### src/rtl/sflag_pkg.sv
package sflag_pkg;
   localparam int NFLAG   = 4;
   localparam int FI_IDLE = 0;
   localparam int FI_RDRF = 1;
   localparam int FI_TC   = 2;
   localparam int FI_TDRE = 3;
   localparam logic [NFLAG-1:0] WR_GROUP = 4'b1100;
   localparam logic [NFLAG-1:0] RD_GROUP = 4'b0011;
   localparam logic [NFLAG-1:0] FLAG_RST = 4'b1100;
   typedef enum logic [1:0] {
      TXK_DATA     = 2'd0,
      TXK_PREAMBLE = 2'd1,
      TXK_BREAK    = 2'd2,
      TXK_RSVD     = 2'd3
   } txkind_e;
endpackage

### src/rtl/sflag_bit.sv
module sflag_bit #(
   parameter logic RST_VAL = 1'b0
) (
   input  logic clk,
   input  logic rst_n,
   input  logic set_i,
   input  logic clr_i,
   output logic q_o
);
   always_ff @(posedge clk) begin
      if (!rst_n)      q_o <= RST_VAL;
      else if (set_i)  q_o <= 1'b1;
      else if (clr_i)  q_o <= 1'b0;
   end

   AST_SET_WINS: assert property (@(posedge clk) disable iff (!rst_n)
      set_i |=> q_o);
   AST_CLR_TAKES: assert property (@(posedge clk) disable iff (!rst_n)
      (clr_i && !set_i) |=> !q_o);
endmodule

### src/rtl/sflag_clrseq.sv
module sflag_clrseq
   import sflag_pkg::*;
#(
   parameter int N = NFLAG
) (
   input  logic         clk,
   input  logic         rst_n,
   input  logic         stat_rd_i,
   input  logic         data_rd_i,
   input  logic         data_wr_i,
   input  logic [N-1:0] flags_i,
   output logic [N-1:0] clr_o
);
   logic         arm_q;
   logic [N-1:0] snap_q;
   logic [N-1:0] wr_part, rd_part;

   always_ff @(posedge clk) begin
      if (!rst_n) begin
         arm_q  <= 1'b0;
         snap_q <= '0;
      end else if (stat_rd_i) begin
         arm_q  <= 1'b1;
         snap_q <= flags_i;
      end else if (data_rd_i || data_wr_i) begin
         arm_q  <= 1'b0;
      end
   end

   always_comb begin
      wr_part = (arm_q && data_wr_i) ? (snap_q & WR_GROUP) : '0;
      rd_part = (arm_q && data_rd_i) ? (snap_q & RD_GROUP) : '0;
      clr_o   = wr_part | rd_part;
   end

   AST_CLR_NEEDS_ARM: assert property (@(posedge clk) disable iff (!rst_n)
      !arm_q |-> (clr_o == '0));
   AST_CLR_ONLY_SET: assert property (@(posedge clk) disable iff (!rst_n)
      (clr_o & ~flags_i) == '0);
   AST_DISARM: assert property (@(posedge clk) disable iff (!rst_n)
      (data_rd_i || data_wr_i) && !stat_rd_i |=> !arm_q);
endmodule

### src/rtl/sflag_irq.sv
module sflag_irq #(
   parameter int N      = 4,
   parameter bit IRQ_REG = 1'b1
) (
   input  logic         clk,
   input  logic         rst_n,
   input  logic [N-1:0] flags_i,
   input  logic [N-1:0] en_i,
   output logic         irq_o
);
   logic any_w;
   assign any_w = |(flags_i & en_i);

   if (IRQ_REG) begin : g_reg
      always_ff @(posedge clk) begin
         if (!rst_n) irq_o <= 1'b0;
         else        irq_o <= any_w;
      end
      AST_IRQ_QUIET: assert property (@(posedge clk) disable iff (!rst_n)
         !any_w |=> !irq_o);
      AST_IRQ_RAISE: assert property (@(posedge clk) disable iff (!rst_n)
         any_w |=> irq_o);
   end else begin : g_comb
      assign irq_o = any_w;
   end
endmodule

### src/rtl/serial_flag_ctl.sv
module serial_flag_ctl
   import sflag_pkg::*;
#(
   parameter int STAT_W  = 8,
   parameter bit IRQ_REG = 1'b1
) (
   input  logic              clk,
   input  logic              rst_n,
   input  logic              ev_tx_load,
   input  logic              ev_tx_done,
   input  logic [1:0]        tx_kind,
   input  logic              ev_rx_load,
   input  logic              ev_idle,
   input  logic              bus_rd,
   input  logic              bus_wr,
   input  logic              bus_addr,
   input  logic [NFLAG-1:0]  irq_en,
   output logic [STAT_W-1:0] status,
   output logic              tx_hold_full,
   output logic              irq
);
   localparam int ERR_W = STAT_W - NFLAG;

   if (ERR_W < 1) begin : g_bad_width
      $error("serial_flag_ctl: STAT_W must exceed the flag count");
   end

   logic [NFLAG-1:0] flag_q, set_w, clr_w;
   logic             idle_arm_q;
   logic             stat_rd, data_rd, data_wr;
   txkind_e          kind;

   assign kind    = txkind_e'(tx_kind);
   assign stat_rd = bus_rd && !bus_addr;
   assign data_rd = bus_rd &&  bus_addr;
   assign data_wr = bus_wr &&  bus_addr;

   always_comb begin
      set_w          = '0;
      set_w[FI_TDRE] = ev_tx_load && !flag_q[FI_TDRE];
      set_w[FI_TC]   = ev_tx_done && (kind == TXK_DATA);
      set_w[FI_RDRF] = ev_rx_load;
      set_w[FI_IDLE] = ev_idle && idle_arm_q;
   end

   always_ff @(posedge clk) begin
      if (!rst_n)                  idle_arm_q <= 1'b1;
      else if (ev_rx_load)         idle_arm_q <= 1'b1;
      else if (set_w[FI_IDLE])     idle_arm_q <= 1'b0;
   end

   for (genvar i = 0; i < NFLAG; i++) begin : g_flag
      sflag_bit #(.RST_VAL(FLAG_RST[i])) u_bit (
         .clk   (clk),
         .rst_n (rst_n),
         .set_i (set_w[i]),
         .clr_i (clr_w[i]),
         .q_o   (flag_q[i])
      );
   end

   sflag_clrseq #(.N(NFLAG)) u_seq (
      .clk       (clk),
      .rst_n     (rst_n),
      .stat_rd_i (stat_rd),
      .data_rd_i (data_rd),
      .data_wr_i (data_wr),
      .flags_i   (flag_q),
      .clr_o     (clr_w)
   );

   sflag_irq #(.N(NFLAG), .IRQ_REG(IRQ_REG)) u_irq (
      .clk     (clk),
      .rst_n   (rst_n),
      .flags_i (flag_q),
      .en_i    (irq_en),
      .irq_o   (irq)
   );

   assign status       = {flag_q, {ERR_W{1'b0}}};
   assign tx_hold_full = !flag_q[FI_TDRE];

   AST_TC_DATA_ONLY: assert property (@(posedge clk) disable iff (!rst_n)
      (!flag_q[FI_TC] && ev_tx_done && kind != TXK_DATA) |=> !flag_q[FI_TC]);
   AST_TDRE_SOURCE: assert property (@(posedge clk) disable iff (!rst_n)
      $rose(flag_q[FI_TDRE]) |-> $past(ev_tx_load));
   AST_IDLE_BLOCKED: assert property (@(posedge clk) disable iff (!rst_n)
      (!idle_arm_q && !flag_q[FI_IDLE]) |=> !flag_q[FI_IDLE]);
   AST_RDRF_SET: assert property (@(posedge clk) disable iff (!rst_n)
      ev_rx_load |=> flag_q[FI_RDRF]);
   AST_ERR_BITS_LOW: assert property (@(posedge clk) disable iff (!rst_n)
      status[ERR_W-1:0] == '0);
endmodule

### config.mk
export PLATFORM = sky130hd
export DESIGN_NAME = serial_flag_ctl
export DESIGN_NICKNAME = d
export VERILOG_FILES = /design/src/rtl/sflag_pkg.sv /design/src/rtl/sflag_bit.sv /design/src/rtl/sflag_clrseq.sv /design/src/rtl/sflag_irq.sv /design/src/rtl/serial_flag_ctl.sv
export SDC_FILE = /design/constraint.sdc
export NUM_CORES = 1
export LEC_CHECK = 0
export ABC_AREA = 0
export CAP_MARGIN = 20
export CORE_MARGIN = 8
export CORE_UTILIZATION = 38
export CTS_CLUSTER_DIAMETER = 60
export DETAILED_ROUTE_END_ITERATION = 6
export PLACE_DENSITY = 0.83
export SYNTH_ARGS = -nofsm -noshare
export SYNTH_HDL_FRONTEND = slang
export SYNTH_HIERARCHICAL = 1
export SYNTH_SLANG_ARGS = --single-unit
### constraint.sdc
create_clock -name clk -period 1.22 [get_ports clk]
set_clock_uncertainty 0.1 [all_clocks]
set_input_delay 0.244 -clock clk [delete_from_list [all_inputs] [get_ports clk]]
set_output_delay 0.244 -clock clk [all_outputs]
set_load 0.005 [all_outputs]
Yosys cells after proc, flatten, opt, wreduce, memory -nomap -nowiden
Cells that the tools add are included.
{ "classes": {"n_mux": 8, "bitwise_logic": 3, "n_reduce_logical": 19} }
{ "op_table": {"columns": ["operator", "count"], "rows": [
  ["1-bit logical AND", 8],
  ["1-bit two-way mux", 6],
  ["2-bit nonzero test", 3],
  ["2-bit OR reduction", 3],
  ["4-bit bitwise AND", 1],
  ["4-bit two-way mux", 1],
  ["4-bit OR", 1],
  ["4-bit OR reduction", 1],
  ["1-bit logical NOT", 2],
  ["2-bit logical NOT", 1],
  ["2-bit two-way mux", 1],
  ["1-bit logical OR", 1],
  ["1-bit inverter", 1]
]} }
{ "word_totals": {"reg_bits": 11, "output_inout_bits": 10, "wordCells": 38} }

Depth between registers and ports, before layout
Gate-level depths: netlist of the first run.
{ "depth": {"ltp_word": 6, "ltp_mapped": 4, "mapped_depth_nobuf": 4} }

Cells and area by module
The synthesis of the first run kept the hierarchy.
{ "by_module_without_submodules": {"columns": ["mod", "instances", "cells_each", "area_per_inst_um2", "seq_area_each_um2"], "rows": [
  ["sflag_clrseq", 1, 20, 216.5, 100.1],
  ["serial_flag_ctl", 1, 15, 115.1, 20.0],
  ["sflag_bit at g_flag[0].u_bit ...", 2, 3, 41.3, 20.0],
  ["sflag_bit at g_flag[2].u_bit ...", 2, 3, 33.8, 20.0],
  ["sflag_irq", 1, 4, 42.5, 20.0]
]} }

Worst setup path before layout of the first run
OpenSTA, ideal clock, no wires.
{ "synth_path": {"path_type": "input -> register", "from": "in bus_addr", "to": "reg g_flag[0].u_bit.q_o", "setup_ns": 0.115, "t_arrival_ns": 0.756, "setup_slack_ns": 0.249, "cell_stages": 4, "path_cell_list": "and2_1 > and3_1 > nor2b_4 > o21a_1"} }
{ "synth_between": {"elab_chain_cells": 5} }
{ "synth_rtl": {"columns": ["element", "line", "source"], "rows": [
  ["start: declaration", "serial_flag_ctl.sv:16", "input logic bus_addr,"],
  ["1-bit logical AND", "serial_flag_ctl.sv:35", "assign data_rd = bus_rd && bus_addr;"],
  ["1-bit logical AND", "sflag_clrseq.sv:32", "rd_part = (arm_q && data_rd_i) ? (snap_q & RD_GROUP) : '0;"],
  ["2-bit two-way mux", "sflag_clrseq.sv:32", null],
  ["4-bit OR", "sflag_clrseq.sv:33", "clr_o = wr_part | rd_part;"],
  ["net clr_w[0]", "serial_flag_ctl.sv:28", "logic [NFLAG-1:0] flag_q, set_w, clr_w;"],
  ["2-bit nonzero test (no line)", null, null],
  ["end signal: assignment", "sflag_bit.sv:11", "if (!rst_n) q_o <= RST_VAL;"],
  ["end signal: assignment", "sflag_bit.sv:12", "else if (set_i) q_o <= 1'b1;"],
  ["end signal: assignment", "sflag_bit.sv:13", "else if (clr_i) q_o <= 1'b0;"],
  ["end: declaration", "sflag_bit.sv:8", "output logic q_o"]
]} }
The timed path passes the listed nets, and every way through them passes these cells.
A chain may end at the register's enable or synchronous reset.

Final worst setup path of the first run
{ "layout_path": {"from": "reg g_flag[1].u_bit.q_o", "to": "out status[5]"} }
{ "layout_rtl": {"columns": ["element", "line", "source"], "rows": [
  ["start: declaration", "sflag_bit.sv:8", null],
  ["start signal: assignment", "sflag_bit.sv:11", null],
  ["start signal: assignment", "sflag_bit.sv:12", null],
  ["start signal: assignment", "sflag_bit.sv:13", null],
  ["end: declaration", "serial_flag_ctl.sv:18", "output logic [STAT_W-1:0] status,"]
]} }
No word-level cell between the ends.

==> impl_metrics.toml, run 1 <==
[cells_and_area]
fin_util_pct = 62.8
fillers = 115
nNetsFinal = 97
diodes = 0
final_common_cell = "clkdlybuf4s50_1"
syn_to_final_growth_pct = 55.8
drive_gt1_share_pct = 25.9
final_cell_mix = "clkdlybuf4s50_1 (12), dfxtp_1 (10), buf_4 (7)"

[synthesis]
ys_ff_latch = 11
synth_area_um2 = 524
synthCells = 51
postSynthAreaPerCell_um2 = 10.3
synth_top_cell_area_share_pct = 42.0
synthDistinctLibCells = 17
ys_top_cells_by_area = "dfxtp_1 (42%), mux2i_1 (7.6%), nor2b_1 (7.2%)"
yosysWarnings = 6
synth_area_leader_cell = "dfxtp_1"
yosysSeqAreaShare_pct = 42.0

[power]
seqPwrFrac_pct = 49.8
p_comb_share_pct = 18.6
p_leak_nw = 0.382
p_switching_mw = 0.177
intPower_mw = 0.601
power_density_mw_per_mm2 = 953
sw_frac_of_total_pct = 22.8
vdd_ir_drop_max_v = 0.000589
p_total_mw = 0.779
clkPwrFrac_pct = 31.5

[drt]
drt-total-wl_um = 1390
via_count = 452
drt-initial-drc-count = 2
detail-route-antenna-nets = 0
drt_first_pass_iters = 4
vias_per_cell = 4.71
wl_per_cell_um = 14.5
drc = 0

[floorplanning]
initial_core_util_pct = 40.3
die_h_um = 53.1
die-area_mm2 = 0.00282
die_x_um = 53.1
rows = 13
core_mm2 = 0.00130
ioPinCount = 25

[clock_tree]
cts_tree = "built"
ctsResizeCount = 11
hold_buffers = 0
htree_levels = 1
cts.sinks = 11
clkTransAtPathRegs_ps = 70
cts_buffers = 3
clockBufferDepth = 2
post_cts_buffers = 0
clk_latency_ps = 270
clockRootBuffer = "clkbuf_4"

[global_route]
grt_pass1_vias = 502
top_usage_layer = "met2"
antenna_found_initial = 0
grt_max_degree = 7
use_met3_pct = 4.76
globalRouteMet2Util_pct = 19.5
grt_use_met1_pct = 8.29
track_usage_pct = 9.99
grt_pass1_wl_um = 2050
grt_remaining_overflow = 0

[timing]
setup_ws_ps = 40.4
post-route-period-util_pct = 96.7
fin_hold_ws_ps = 401
finalHoldViolCount = 0
finalSetupViolations = 0
timing.fmax_mhz = 848
finalMaxSlewViolations = 0
rsz0062_at_grt = "false"
period_minus_slack_ps = 1180

[hold_path]
hold_end = "u_seq/arm_q"
worstHoldStart = "bus_rd"
hold_depth = 4
hold_class = "input port to flop"

[place]
place_congestion = 0.688
pre_cts_slack_ps = -300
portBuffers = 20
dp_hpwl_um = 1090

[setup_path]
cp_slowest_cell = "dfxtp_1"
cp_max_fo = 2
worst_path_dominant_cell_family = "flip-flops"
crit_required_ps = 880
crit_path_end_kind = "output port"
start_kind = "flop"
worst_r2r_path_depth = 3
critPathArrivalTime_ps = 840
path_cells = "dlygate4sd2_1"
criticalPathCategory = "flop to output port"
r2r-start = "u_seq/arm_q"
r2r_slack_ps = 210
path_buf_inv = 1
reg2reg_to = "g_flag[0].u_bit/q_o"
cpPeakStageDelay_ps = 310
path_depth = 1

[status]
status = "complete, no violations"

[job]
drv_cap = 0
[per-stage QoR]
stage / setup TNS (ps) / instances / area (um2)
2_1_floorplan: 0 / 54 / 536
3_3_place_gp: -2040 / 92 / 773
3_5_place_dp: -2240 / 92 / 773
4_1_cts: 0 / 96 / 807
5_1_grt: 0 / 96 / 817
6_report: 0 / 96 / 817
[synth_stat cells]
library cell	instances
inv_1	1
a21boi_1	1
mux2i_1	4
o21a_1	3
nand3b_1	3
buf_4	4
and3_1	4
nor2b_4	2
nor3b_1	1
nor3b_2	1
buf_6	1
a22oi_1	2
nand2b_1	3
and2_1	3
conb_1	1
nor2b_1	6
dfxtp_1	11
[metal layers]
| metal | vias to the layer above | share of wire, % | wire [um] |
|---|---|---|---|
| li1 | 226 | - | - |
| met4 | 0 | 1.4 | 19 |
| met1 | 204 | 35 | 489 |
| met3 | 3 | 8.1 | 113 |
| met5 | - | 0 | 0 |
| met2 | 19 | 55 | 770 |
[final cells by class]
type / instances / area [um2] / area share, %
Clock buffer: 4 / 26.3 / 3.22
Timing Repair Buffer: 28 / 256 / 31.4
Sequential cell: 11 / 221 / 27.1
Tap cell: 15 / 18.8 / 2.30
Inverter: 1 / 3.75 / 0.459
Multi-Input combinational cell: 37 / 290 / 35.5
[power groups by stage]
stage                     Clock, mW  Sequential (mW)  Combinational (mW)
final                         0.245            0.388               0.145
after global routing          0.277            0.390               0.156
after CTS                     0.253            0.387               0.143
after detailed placement          0            0.396               0.144
after global placement            0            0.394               0.140
after floorplan                   0            0.396              0.0616
[logic make-up (layout without fill, tap and decap cells)]
logic type / count (synthesis) / after routing / share of synthesized area (%)
multiplexers: 4 / 4 / 7.64
flip-flops: 11 / 11 / 42.0
buffers and inverters: 6 / 33 / 8.59
AND/OR/NAND/NOR: 23 / 23 / 32.5
other: 1 / 4 / 0.715
AO/OA/AOI/OAI: 6 / 6 / 8.59
[flip-flops by register name, indices dropped and copies added, names as in the netlist]
signal / count
idle_arm_q: 1
u_irq/irq_o: 1
u_seq/arm_q: 1
g_flag.u_bit/q_o: 4
u_seq/snap_q: 4
[worst max-delay path by stage]
stage,start,endpoint,slack [ps]
detailed placement,bus_addr,g_flag[1].u_bit/q_o,-300
global route,g_flag[1].u_bit/q_o,status[5],10
CTS,bus_rd,u_seq/snap_q[2],7
finish,g_flag[1].u_bit/q_o,status[5],40
global placement,bus_addr,g_flag[1].u_bit/q_o,-300
floorplan,bus_addr,g_flag[0].u_bit/q_o,250
Power figures use the tool's default switching activity.
==> inputs of run 2 (changes only) <==
--- a/config.mk
+++ b/config.mk
@@ -6,7 +6,6 @@
 export NUM_CORES = 1
 export LEC_CHECK = 0
 export ABC_AREA = 0
-export CAP_MARGIN = 20
 export CORE_MARGIN = 8
 export CORE_UTILIZATION = 38
 export CTS_CLUSTER_DIAMETER = 60
==> results of run 2 <==
Same layout as run 1: the final DEF is identical, and so are final timing and power.
